## config.mk

```make
export PLATFORM = sky130hd
export DESIGN_NAME = prefix_skey_unit
export DESIGN_NICKNAME = d
export VERILOG_FILES = /design/src/rtl/psk_pkg.sv /design/src/rtl/psk_remap.sv /design/src/rtl/psk_qualify.sv /design/src/rtl/psk_key_fsm.sv /design/src/rtl/prefix_skey_unit.sv
export SDC_FILE = /design/constraint.sdc
export NUM_CORES = 1
export LEC_CHECK = 0
export BUFFER_PORTS_ARGS = -buffer_cell sky130_fd_sc_hd__buf_2
export CAP_MARGIN = 20
export CORE_MARGIN = 4
export CORE_UTILIZATION = 30
export DETAILED_ROUTE_END_ITERATION = 8
export GPL_TIMING_DRIVEN = 1
export PLACE_DENSITY = 0.61
export SKIP_LAST_GASP = 1
export SYNTH_ARGS = -nofsm -noshare
export SYNTH_HDL_FRONTEND = slang
export SYNTH_SLANG_ARGS = --single-unit
```

## constraint.sdc

```tcl
create_clock -name clk -period 8.3 [get_ports clk]
set_input_delay 1.245 -clock clk [delete_from_list [all_inputs] [get_ports clk]]
set_output_delay 1.245 -clock clk [all_outputs]
set_load 0.02 [all_outputs]
```

## src/rtl/psk_pkg.sv

```systemverilog
package psk_pkg;
  typedef enum logic [1:0] {
    KS_IDLE  = 2'd0,
    KS_READ  = 2'd1,
    KS_WRITE = 2'd2
  } key_state_e;
endpackage

```

## src/rtl/psk_remap.sv

```systemverilog
module psk_remap #(
  parameter int ADDR_W    = 32,
  parameter int WIN_SHIFT = 13
) (
  input  logic [ADDR_W-1:0] raddr,
  input  logic [ADDR_W-1:0] prefix,
  output logic [ADDR_W-1:0] abs_addr,
  output logic              hit_low,
  output logic              hit_pfx
);
  localparam logic [ADDR_W:0]   WIN_BYTES = (ADDR_W+1)'(1) << WIN_SHIFT;
  localparam logic [ADDR_W-1:0] WIN_MASK  = ~((ADDR_W)'(1 << WIN_SHIFT) - (ADDR_W)'(1));

  function automatic logic [ADDR_W-1:0] align_pfx(input logic [ADDR_W-1:0] p);
    return p & WIN_MASK;
  endfunction

  function automatic logic in_low(input logic [ADDR_W-1:0] a);
    return {1'b0, a} < WIN_BYTES;
  endfunction

  function automatic logic in_pfx(input logic [ADDR_W-1:0] a,
                                  input logic [ADDR_W-1:0] p);
    logic [ADDR_W:0] top;
    top = {1'b0, p} + WIN_BYTES;
    return (a >= p) && ({1'b0, a} < top);
  endfunction

  logic [ADDR_W-1:0] pfx_al;

  always_comb begin
    pfx_al  = align_pfx(prefix);
    hit_low = in_low(raddr);
    hit_pfx = !hit_low && in_pfx(raddr, pfx_al);
    if (hit_low)      abs_addr = raddr + pfx_al;
    else if (hit_pfx) abs_addr = raddr - pfx_al;
    else              abs_addr = raddr;
  end
endmodule

```

## src/rtl/psk_qualify.sv

```systemverilog
module psk_qualify #(
  parameter int ADDR_W = 32
) (
  input  logic              ok,
  input  logic [ADDR_W-1:0] abs_addr,
  input  logic [ADDR_W-1:0] limit,
  output logic              in_mem,
  output logic              upd_go
);
  function automatic logic below_limit(input logic [ADDR_W-1:0] a,
                                       input logic [ADDR_W-1:0] l);
    return a < l;
  endfunction

  always_comb begin
    in_mem = below_limit(abs_addr, limit);
    upd_go = ok && in_mem;
  end
endmodule

```

## src/rtl/psk_key_fsm.sv

```systemverilog
module psk_key_fsm
  import psk_pkg::*;
#(
  parameter int ADDR_W     = 32,
  parameter int PAGE_SHIFT = 12,
  parameter int KEY_W      = 7,
  parameter int REF_POS    = 2,
  parameter int CHG_POS    = 1
) (
  input  logic                     clk,
  input  logic                     rst_n,
  input  logic                     start,
  input  logic [ADDR_W-1:0]        abs_addr,
  input  logic                     perm_rd,
  input  logic                     perm_wr,
  input  logic [KEY_W-1:0]         key_rdata,
  output logic                     busy,
  output logic [ADDR_W-PAGE_SHIFT-1:0] key_idx,
  output logic                     key_re,
  output logic                     key_we,
  output logic [KEY_W-1:0]         key_wdata
);
  localparam int IDX_W = ADDR_W - PAGE_SHIFT;

  function automatic logic [KEY_W-1:0] mark_bits(input logic rd, input logic wr);
    logic [KEY_W-1:0] m;
    m = '0;
    m[REF_POS] = rd;
    m[CHG_POS] = wr;
    return m;
  endfunction

  function automatic logic [IDX_W-1:0] page_of(input logic [ADDR_W-1:0] a);
    return a[ADDR_W-1:PAGE_SHIFT];
  endfunction

  key_state_e       state_q;
  logic [IDX_W-1:0] idx_q;
  logic [KEY_W-1:0] set_q;

  always_ff @(posedge clk) begin
    if (!rst_n) begin
      state_q <= KS_IDLE;
      idx_q   <= '0;
      set_q   <= '0;
    end else begin
      unique case (state_q)
        KS_IDLE: if (start) begin
          state_q <= KS_READ;
          idx_q   <= page_of(abs_addr);
          set_q   <= mark_bits(perm_rd, perm_wr);
        end
        KS_READ:  state_q <= KS_WRITE;
        KS_WRITE: state_q <= KS_IDLE;
        default:  state_q <= KS_IDLE;
      endcase
    end
  end

  always_comb begin
    busy      = (state_q != KS_IDLE);
    key_re    = (state_q == KS_READ);
    key_we    = (state_q == KS_WRITE);
    key_idx   = idx_q;
    key_wdata = key_rdata | set_q;
  end
endmodule

```

## src/rtl/prefix_skey_unit.sv

```systemverilog
module prefix_skey_unit #(
  parameter int ADDR_W     = 32,
  parameter int WIN_SHIFT  = 13,
  parameter int PAGE_SHIFT = 12,
  parameter int KEY_W      = 7,
  parameter int REF_POS    = 2,
  parameter int CHG_POS    = 1
) (
  input  logic                         clk,
  input  logic                         rst_n,
  input  logic                         req_valid,
  output logic                         req_ready,
  input  logic [ADDR_W-1:0]            req_raddr,
  input  logic                         req_ok,
  input  logic                         req_perm_rd,
  input  logic                         req_perm_wr,
  input  logic [ADDR_W-1:0]            prefix_base,
  input  logic [ADDR_W-1:0]            mem_limit,
  output logic                         abs_valid,
  output logic [ADDR_W-1:0]            abs_addr,
  output logic [ADDR_W-PAGE_SHIFT-1:0] key_idx,
  output logic                         key_re,
  input  logic [KEY_W-1:0]             key_rdata,
  output logic                         key_we,
  output logic [KEY_W-1:0]             key_wdata
);
  logic [ADDR_W-1:0] abs_next;
  logic              hit_low, hit_pfx, in_mem, upd_go;
  logic              busy, accept, upd_start;

  psk_remap #(.ADDR_W(ADDR_W), .WIN_SHIFT(WIN_SHIFT)) u_remap (
    .raddr    (req_raddr),
    .prefix   (prefix_base),
    .abs_addr (abs_next),
    .hit_low  (hit_low),
    .hit_pfx  (hit_pfx)
  );

  psk_qualify #(.ADDR_W(ADDR_W)) u_qual (
    .ok       (req_ok),
    .abs_addr (abs_next),
    .limit    (mem_limit),
    .in_mem   (in_mem),
    .upd_go   (upd_go)
  );

  assign req_ready = !busy;
  assign accept    = req_valid && req_ready;
  assign upd_start = accept && upd_go;

  psk_key_fsm #(
    .ADDR_W(ADDR_W), .PAGE_SHIFT(PAGE_SHIFT), .KEY_W(KEY_W),
    .REF_POS(REF_POS), .CHG_POS(CHG_POS)
  ) u_fsm (
    .clk       (clk),
    .rst_n     (rst_n),
    .start     (upd_start),
    .abs_addr  (abs_next),
    .perm_rd   (req_perm_rd),
    .perm_wr   (req_perm_wr),
    .key_rdata (key_rdata),
    .busy      (busy),
    .key_idx   (key_idx),
    .key_re    (key_re),
    .key_we    (key_we),
    .key_wdata (key_wdata)
  );

  always_ff @(posedge clk) begin
    if (!rst_n) begin
      abs_valid <= 1'b0;
      abs_addr  <= '0;
    end else begin
      abs_valid <= accept;
      if (accept) abs_addr <= abs_next;
    end
  end
endmodule

```

Word level (Yosys, flattened, before mapping) --
Index checks and enable logic that the tools add are counted.
Storage, ports and cells: register bits 57, input bits 109, output and inout bits 63, word-level logic and storage cells 30
Operators by class: add/subtract/negate cells 3, order comparisons 4, equality and inequality tests 3, mux-type cells 4, bitwise logic cells 1, reduce and logical (&&, ||, !) cells 10
Operators by type and width (number):
- $mux 32 | 2
- $add 32x14->33 const B | 1
- $lt 32x33->1 | 1
- $add 32x32->32 | 1
- $ge 32x32->1 | 1
- $lt 32x14->1 const B | 1
- $lt 32x32->1 | 1
- $sub 32x32->32 | 1
- $or 7x3->7 | 1
- $logic_and 1x1->1 | 5
- $pmux 2 s2 | 1
- $eq 2x1->1 const B | 1
- $eq 2x2->1 const B | 1
- $logic_not 1->1 | 2
- $logic_not 2->1 | 1
- $mux 2 | 1
- $ne 2x1->1 const B | 1
- $reduce_and 2->1 | 1
- $reduce_bool 2->1 | 1

Depth between registers and ports, before layout --
depth after elaboration 11, mapped depth 26, mapped depth without buffers 24

Cells and area by module --
Synthesis repeated with hierarchy kept, for this count alone.
Second synthesis, totals: cell total of the unflattened synthesis 817, area total of the unflattened synthesis 6403.6 sq um
Modules (own cells, without submodules):
- psk_remap | times used 1, cells each 454, area each 3213.1 sq um, sequential area each 0.0 sq um
- prefix_skey_unit | times used 1, cells each 144, area each 1348.8 sq um, sequential area each 660.6 sq um
- psk_key_fsm | times used 1, cells each 110, area each 1021.0 sq um, sequential area each 480.5 sq um
- psk_qualify | times used 1, cells each 109, area each 820.8 sq um, sequential area each 0.0 sq um

Worst setup path after synthesis --
Ideal clock, no wire load.
kind in2reg, start in prefix_base[16], end reg u_fsm.idx_q[18], in the netlist u_fsm.key_idx[18], library setup time 117 ps, arrival time 6540 ps, data required time 8183 ps, slack 1642 ps, stages 25, buffers on the path 2, cells stage by stage and2_1 nand4_1 nor3_1 nand4_1 xnor2_1 ha_1 and3_1 a221o_1 a221o_1 a31oi_1 o22a_1 buf_4 mux2_2 o21ai_0 inv_1 ha_1 a41o_1 a21o_1 a2111oi_2 o211ai_1 a211o_1 a221oi_2 buf_6 nor2_1 a32o_1
On the way: longest elaborated chain between the ends 10, elaborated cells between the ends (all ways) 13, classes of those cells add/sub: 3; order compare: 3; mux: 2; reduce/logical: 5
Ends and longest elaborated chain:
- start, declared | RTL line prefix_skey_unit.sv:17 | input logic [ADDR_W-1:0] prefix_base,
- $add 32x14->33 | RTL line psk_remap.sv:25 | top = {1'b0, p} + WIN_BYTES;
- $lt 32x33->1 | RTL line psk_remap.sv:26 | return (a >= p) && ({1'b0, a} < top);
- $logic_and 1x1->1 | RTL line psk_remap.sv:26
- $logic_and 1x1->1 | RTL line psk_remap.sv:34 | hit_pfx = !hit_low && in_pfx(raddr, pfx_al);
- $mux 32 | RTL line psk_remap.sv:36 | else if (hit_pfx) abs_addr = raddr - pfx_al;
- $mux 32 (*) | RTL line psk_remap.sv:35 | if (hit_low) abs_addr = raddr + pfx_al;
- net abs_next[19] | RTL line prefix_skey_unit.sv:27 | logic [ADDR_W-1:0] abs_next;
- $lt 32x32->1 (*) | RTL line psk_qualify.sv:12 | return a < l;
- $logic_and 1x1->1 (*) | RTL line psk_qualify.sv:17 | upd_go = ok && in_mem;
- $logic_and 1x1->1 (*) | RTL line prefix_skey_unit.sv:49 | assign upd_start = accept && upd_go;
- $reduce_and 2->1 (no line) (*)
- end signal, assigned | RTL line psk_key_fsm.sv:50 | idx_q <= page_of(abs_addr);
- end, declared | RTL line psk_key_fsm.sv:38 | logic [IDX_W-1:0] idx_q;
The timed path passes the listed nets; every way through them passes the cells marked *. A chain may end at the register's enable or synchronous reset.

Final worst setup path --
start in prefix_base[15], end reg u_fsm.set_q[1]
On the way: longest elaborated chain between the ends 10, elaborated cells between the ends (all ways) 13, classes of those cells add/sub: 3; order compare: 3; mux: 2; reduce/logical: 5
Ends and longest elaborated chain:
- $add 32x14->33 | RTL line psk_remap.sv:25
- $lt 32x33->1 | RTL line psk_remap.sv:26
- $logic_and 1x1->1 | RTL line psk_remap.sv:26
- $logic_and 1x1->1 | RTL line psk_remap.sv:34
- $mux 32 | RTL line psk_remap.sv:36
- $mux 32 (*) | RTL line psk_remap.sv:35
- net abs_next[19] | RTL line prefix_skey_unit.sv:27
- $lt 32x32->1 (*) | RTL line psk_qualify.sv:12
- $logic_and 1x1->1 (*) | RTL line psk_qualify.sv:17
- $logic_and 1x1->1 (*) | RTL line prefix_skey_unit.sv:49
- $reduce_and 2->1 (no line) (*)
- end signal, assigned | RTL line psk_key_fsm.sv:51 | set_q <= mark_bits(perm_rd, perm_wr);
- end, declared | RTL line psk_key_fsm.sv:39 | logic [KEY_W-1:0] set_q;
Marked as above.

==> impl_metrics.yaml <==
run_status:
  status: "finished clean"
placement:
  port_buffers: 148
  dp_cells: 1182
  hpwl_um: 16500
  gp_congestion: 0.878
clock_tree:
  cts.sinks: 57
  cts_setup_buffers: 0
  hold_buffers: 0
  cts.clk_slew.worst_paths_ns: 0.05
  cts_buffers: 9
  cts_tree: "done"
  cts_root_buf: "clkbuf_16"
  cts_resized: 0
  h-tree-depth: 3
  cts_buffer_depth: 2
  clock_latency_ns: 0.33
min_path:
  hold_depth: 2
  min_path_type: "register to register"
  holdPathEnd: "abs_addr[6]$_SDFFE_PN0P_"
  min-delay-start: "abs_addr[6]$_SDFFE_PN0P_"
routing:
  drtIter0Drc: 360
  final_antenna_net_count: 0
  drt-pass1-iter-count: 5
  finalWirelength_um: 20200
  viasPerCell: 5.20
  vias: 6233
  route.detailed.drc: 0
  wire_per_inst_um: 16.9
worst_setup_path:
  worstReg2RegEnd: "u_fsm.set_q[1]$_SDFFE_PN0P_"
  timing.rr.start: "u_fsm.state_q[1]$_SDFFE_PN0P_"
  critPathCaptureType: "register"
  cp_slowest_cell: "nor3_1"
  rrSetupSlack_ns: 6.20
  max_stage_delay_ns: 0.51
  worstPathArrival_ns: 7.72
  critPathLaunchType: "input pin"
  required_ns: 8.49
  rr_worst_depth: 8
  criticalPathCategory: "input pin to register"
  crit_fanout: 18
sta:
  post-route-min-period_ns: 7.53
  rsz0062_at_grt: "false"
  fmax_ghz: 0.133
  max-slew-margin-rel: 0.276
  drv_slew: 0
  worstMarginPinSlew_ns: 1.08
  setup_viol: 0
  min_period_over_period: 0.907
  clock_skew_ns: 0.00415
  hold_viol_final: 0
  fin_setup_tns_ns: 0
synthesis:
  netlist_area_um2: 6030
  ys_top_cells_by_area: "dfxtp_1 (19%), ha_1 (18%), inv_1 (5.8%), a21oi_1 (5.4%), nand2_1 (4.4%)"
  synth_most_common_cell: "inv_1"
  ys_seq_area_frac: 0.189
  yosys_warnings: 0
  synth_cell_types: 73
  yosysTopAreaCell: "dfxtp_1"
  synth_nets: 1003
  synth-async-reset-ratio: 0
  synth-main-ff-cell: "dfxtp_1"
  synth_cells: 804
  synth_edf_count: 0
  syn_area_per_cell_um2: 7.50
  synth_common_cells: "inv_1 (93), ha_1 (88), nand2_1 (70)"
  synth_top_area_share: 0.189
  ys_seq_elements: 57
die:
  dieWidth_um: 150
  io_pins: 172
  std_cell_rows: 51
  coreArea_um2: 19600
  initial_utilization: 0.308
  die_y_um: 150
  die-area_um2: 22400
final_layout:
  areaGrowthSynthToFinish_pct: 20.2
  stdcell_count: 1199
  fillers: 2133
  final_core_util: 0.370
  drive_above_1_share: 0.217
  finalNetCount: 1127
global_route:
  grt_max_degree: 36
  grt_pass1_wl_um: 31600
  grt_use_total: 0.176
  antenna_found_initial: 1
  grt_overflow_total: 0
  grt_pass1_vias: 5990
job:
  max_cap_violations: 0
pwr:
  max-vdd-ir-drop_mv: 0.0967
  power_leakage_nw: 3.54
  power_density_nw_per_um2: 151
==> cells by family (layout without fill, tap and decap cells) <==
family | count (synthesis) | in the layout | synth area share
flip-flops | 57 | 57 | 0.189
other | 0 | 1 | 0
buffers and inverters | 140 | 269 | 0.0993
adder cells (fa/ha/maj) | 90 | 90 | 0.189
AND/OR/NAND/NOR | 246 | 246 | 0.200
multiplexers | 10 | 10 | 0.0172
AO/OA/AOI/OAI | 233 | 233 | 0.264
XOR/XNOR | 28 | 28 | 0.0406
==> cell type report <==
| class | count | area, µm² | share of cell area |
|---|---|---|---|
| inverters | 95 | 357 | 0.0492 |
| flip-flops and latches | 57 | 1140 | 0.157 |
| well taps | 265 | 332 | 0.0457 |
| clock buffers | 14 | 284 | 0.0392 |
| clock inverters | 2 | 10.0 | 0.00138 |
| multi-input cells | 607 | 4310 | 0.594 |
| repair buffers | 158 | 816 | 0.113 |
| diodes | 1 | 2.50 | 0.000345 |
==> cells in the final DEF (no fill, tap or decap), types with 13 or more instances in the layout <==
cell type,n
nor2_1,49
xnor2_1,26
inv_1,93
nand3_1,24
o21ai_0,35
a21o_1,17
o22ai_1,14
dfxtp_1,57
a21oi_1,65
nor4_1,13
buf_2,148
nor3_1,22
ha_1,88
nand2_1,70
==> worst max-delay path, delay by kind of cell <==
kind | cells | cell delay [ns]
adders and majority gates | 2 | 0.59
muxes | 2 | 0.58
AOI/OAI and AO/OA | 11 | 3.32
xor gates and xnor gates | 1 | 0.16
buffers and inverters | 3 | 0.53
and+or+nand+nor | 6 | 1.30
==> report_power, final <==
| part | total [mW] | switching, mW | internal [mW] | leakage (nW) |
|---|---|---|---|---|
| clock | 0.354 | 0.121 | 0.233 | 0.149 |
| combinational | 0.430 | 0.263 | 0.166 | 2.93 |
| sequential | 0.310 | 0.0117 | 0.298 | 0.468 |
==> flip-flops by register name, indices dropped and copies added, names as in the netlist <==
signal	count
abs_addr	32
u_fsm.state_q	2
u_fsm.key_idx	20
u_fsm.set_q	2
abs_valid	1
==> through the flow <==
stage | hold slack, ns | setup WS [ns] | total power [mW] | area [µm²]
2_1_floorplan | 0.452 | 1.64 | 0.611 | 6030
3_3_place_gp | 0.440 | 0.523 | 0.736 | 6950
3_5_place_dp | 0.445 | 0.432 | 0.742 | 6950
4_1_cts | 0.452 | 0.765 | 1.10 | 7250
5_1_grt | 0.467 | 0.242 | 1.16 | 7250
6_report | 0.449 | 0.769 | 1.09 | 7250
==> worst max path at each step <==
stage,start,end,slack [ns]
5_1_grt,prefix_base[15],u_fsm.set_q[1]$_SDFFE_PN0P_,0.24
3_3_place_gp,prefix_base[15],u_fsm.key_idx[0]$_SDFFE_PN0P_,0.52
6_report,prefix_base[15],u_fsm.set_q[1]$_SDFFE_PN0P_,0.77
3_5_place_dp,prefix_base[15],u_fsm.set_q[1]$_SDFFE_PN0P_,0.43
2_1_floorplan,prefix_base[16],u_fsm.key_idx[18]$_SDFFE_PN0P_,1.64
4_1_cts,prefix_base[15],u_fsm.set_q[1]$_SDFFE_PN0P_,0.76
==> routing by layer <==
metal | GRT usage | share of wire
met4 | 0.0412 | 0.017
met5 | 0 | 0.00064
met2 | 0.298 | 0.48
met3 | 0.0379 | 0.057
met1 | 0.228 | 0.45
Note: power is estimated with default switching activity, not from simulation.
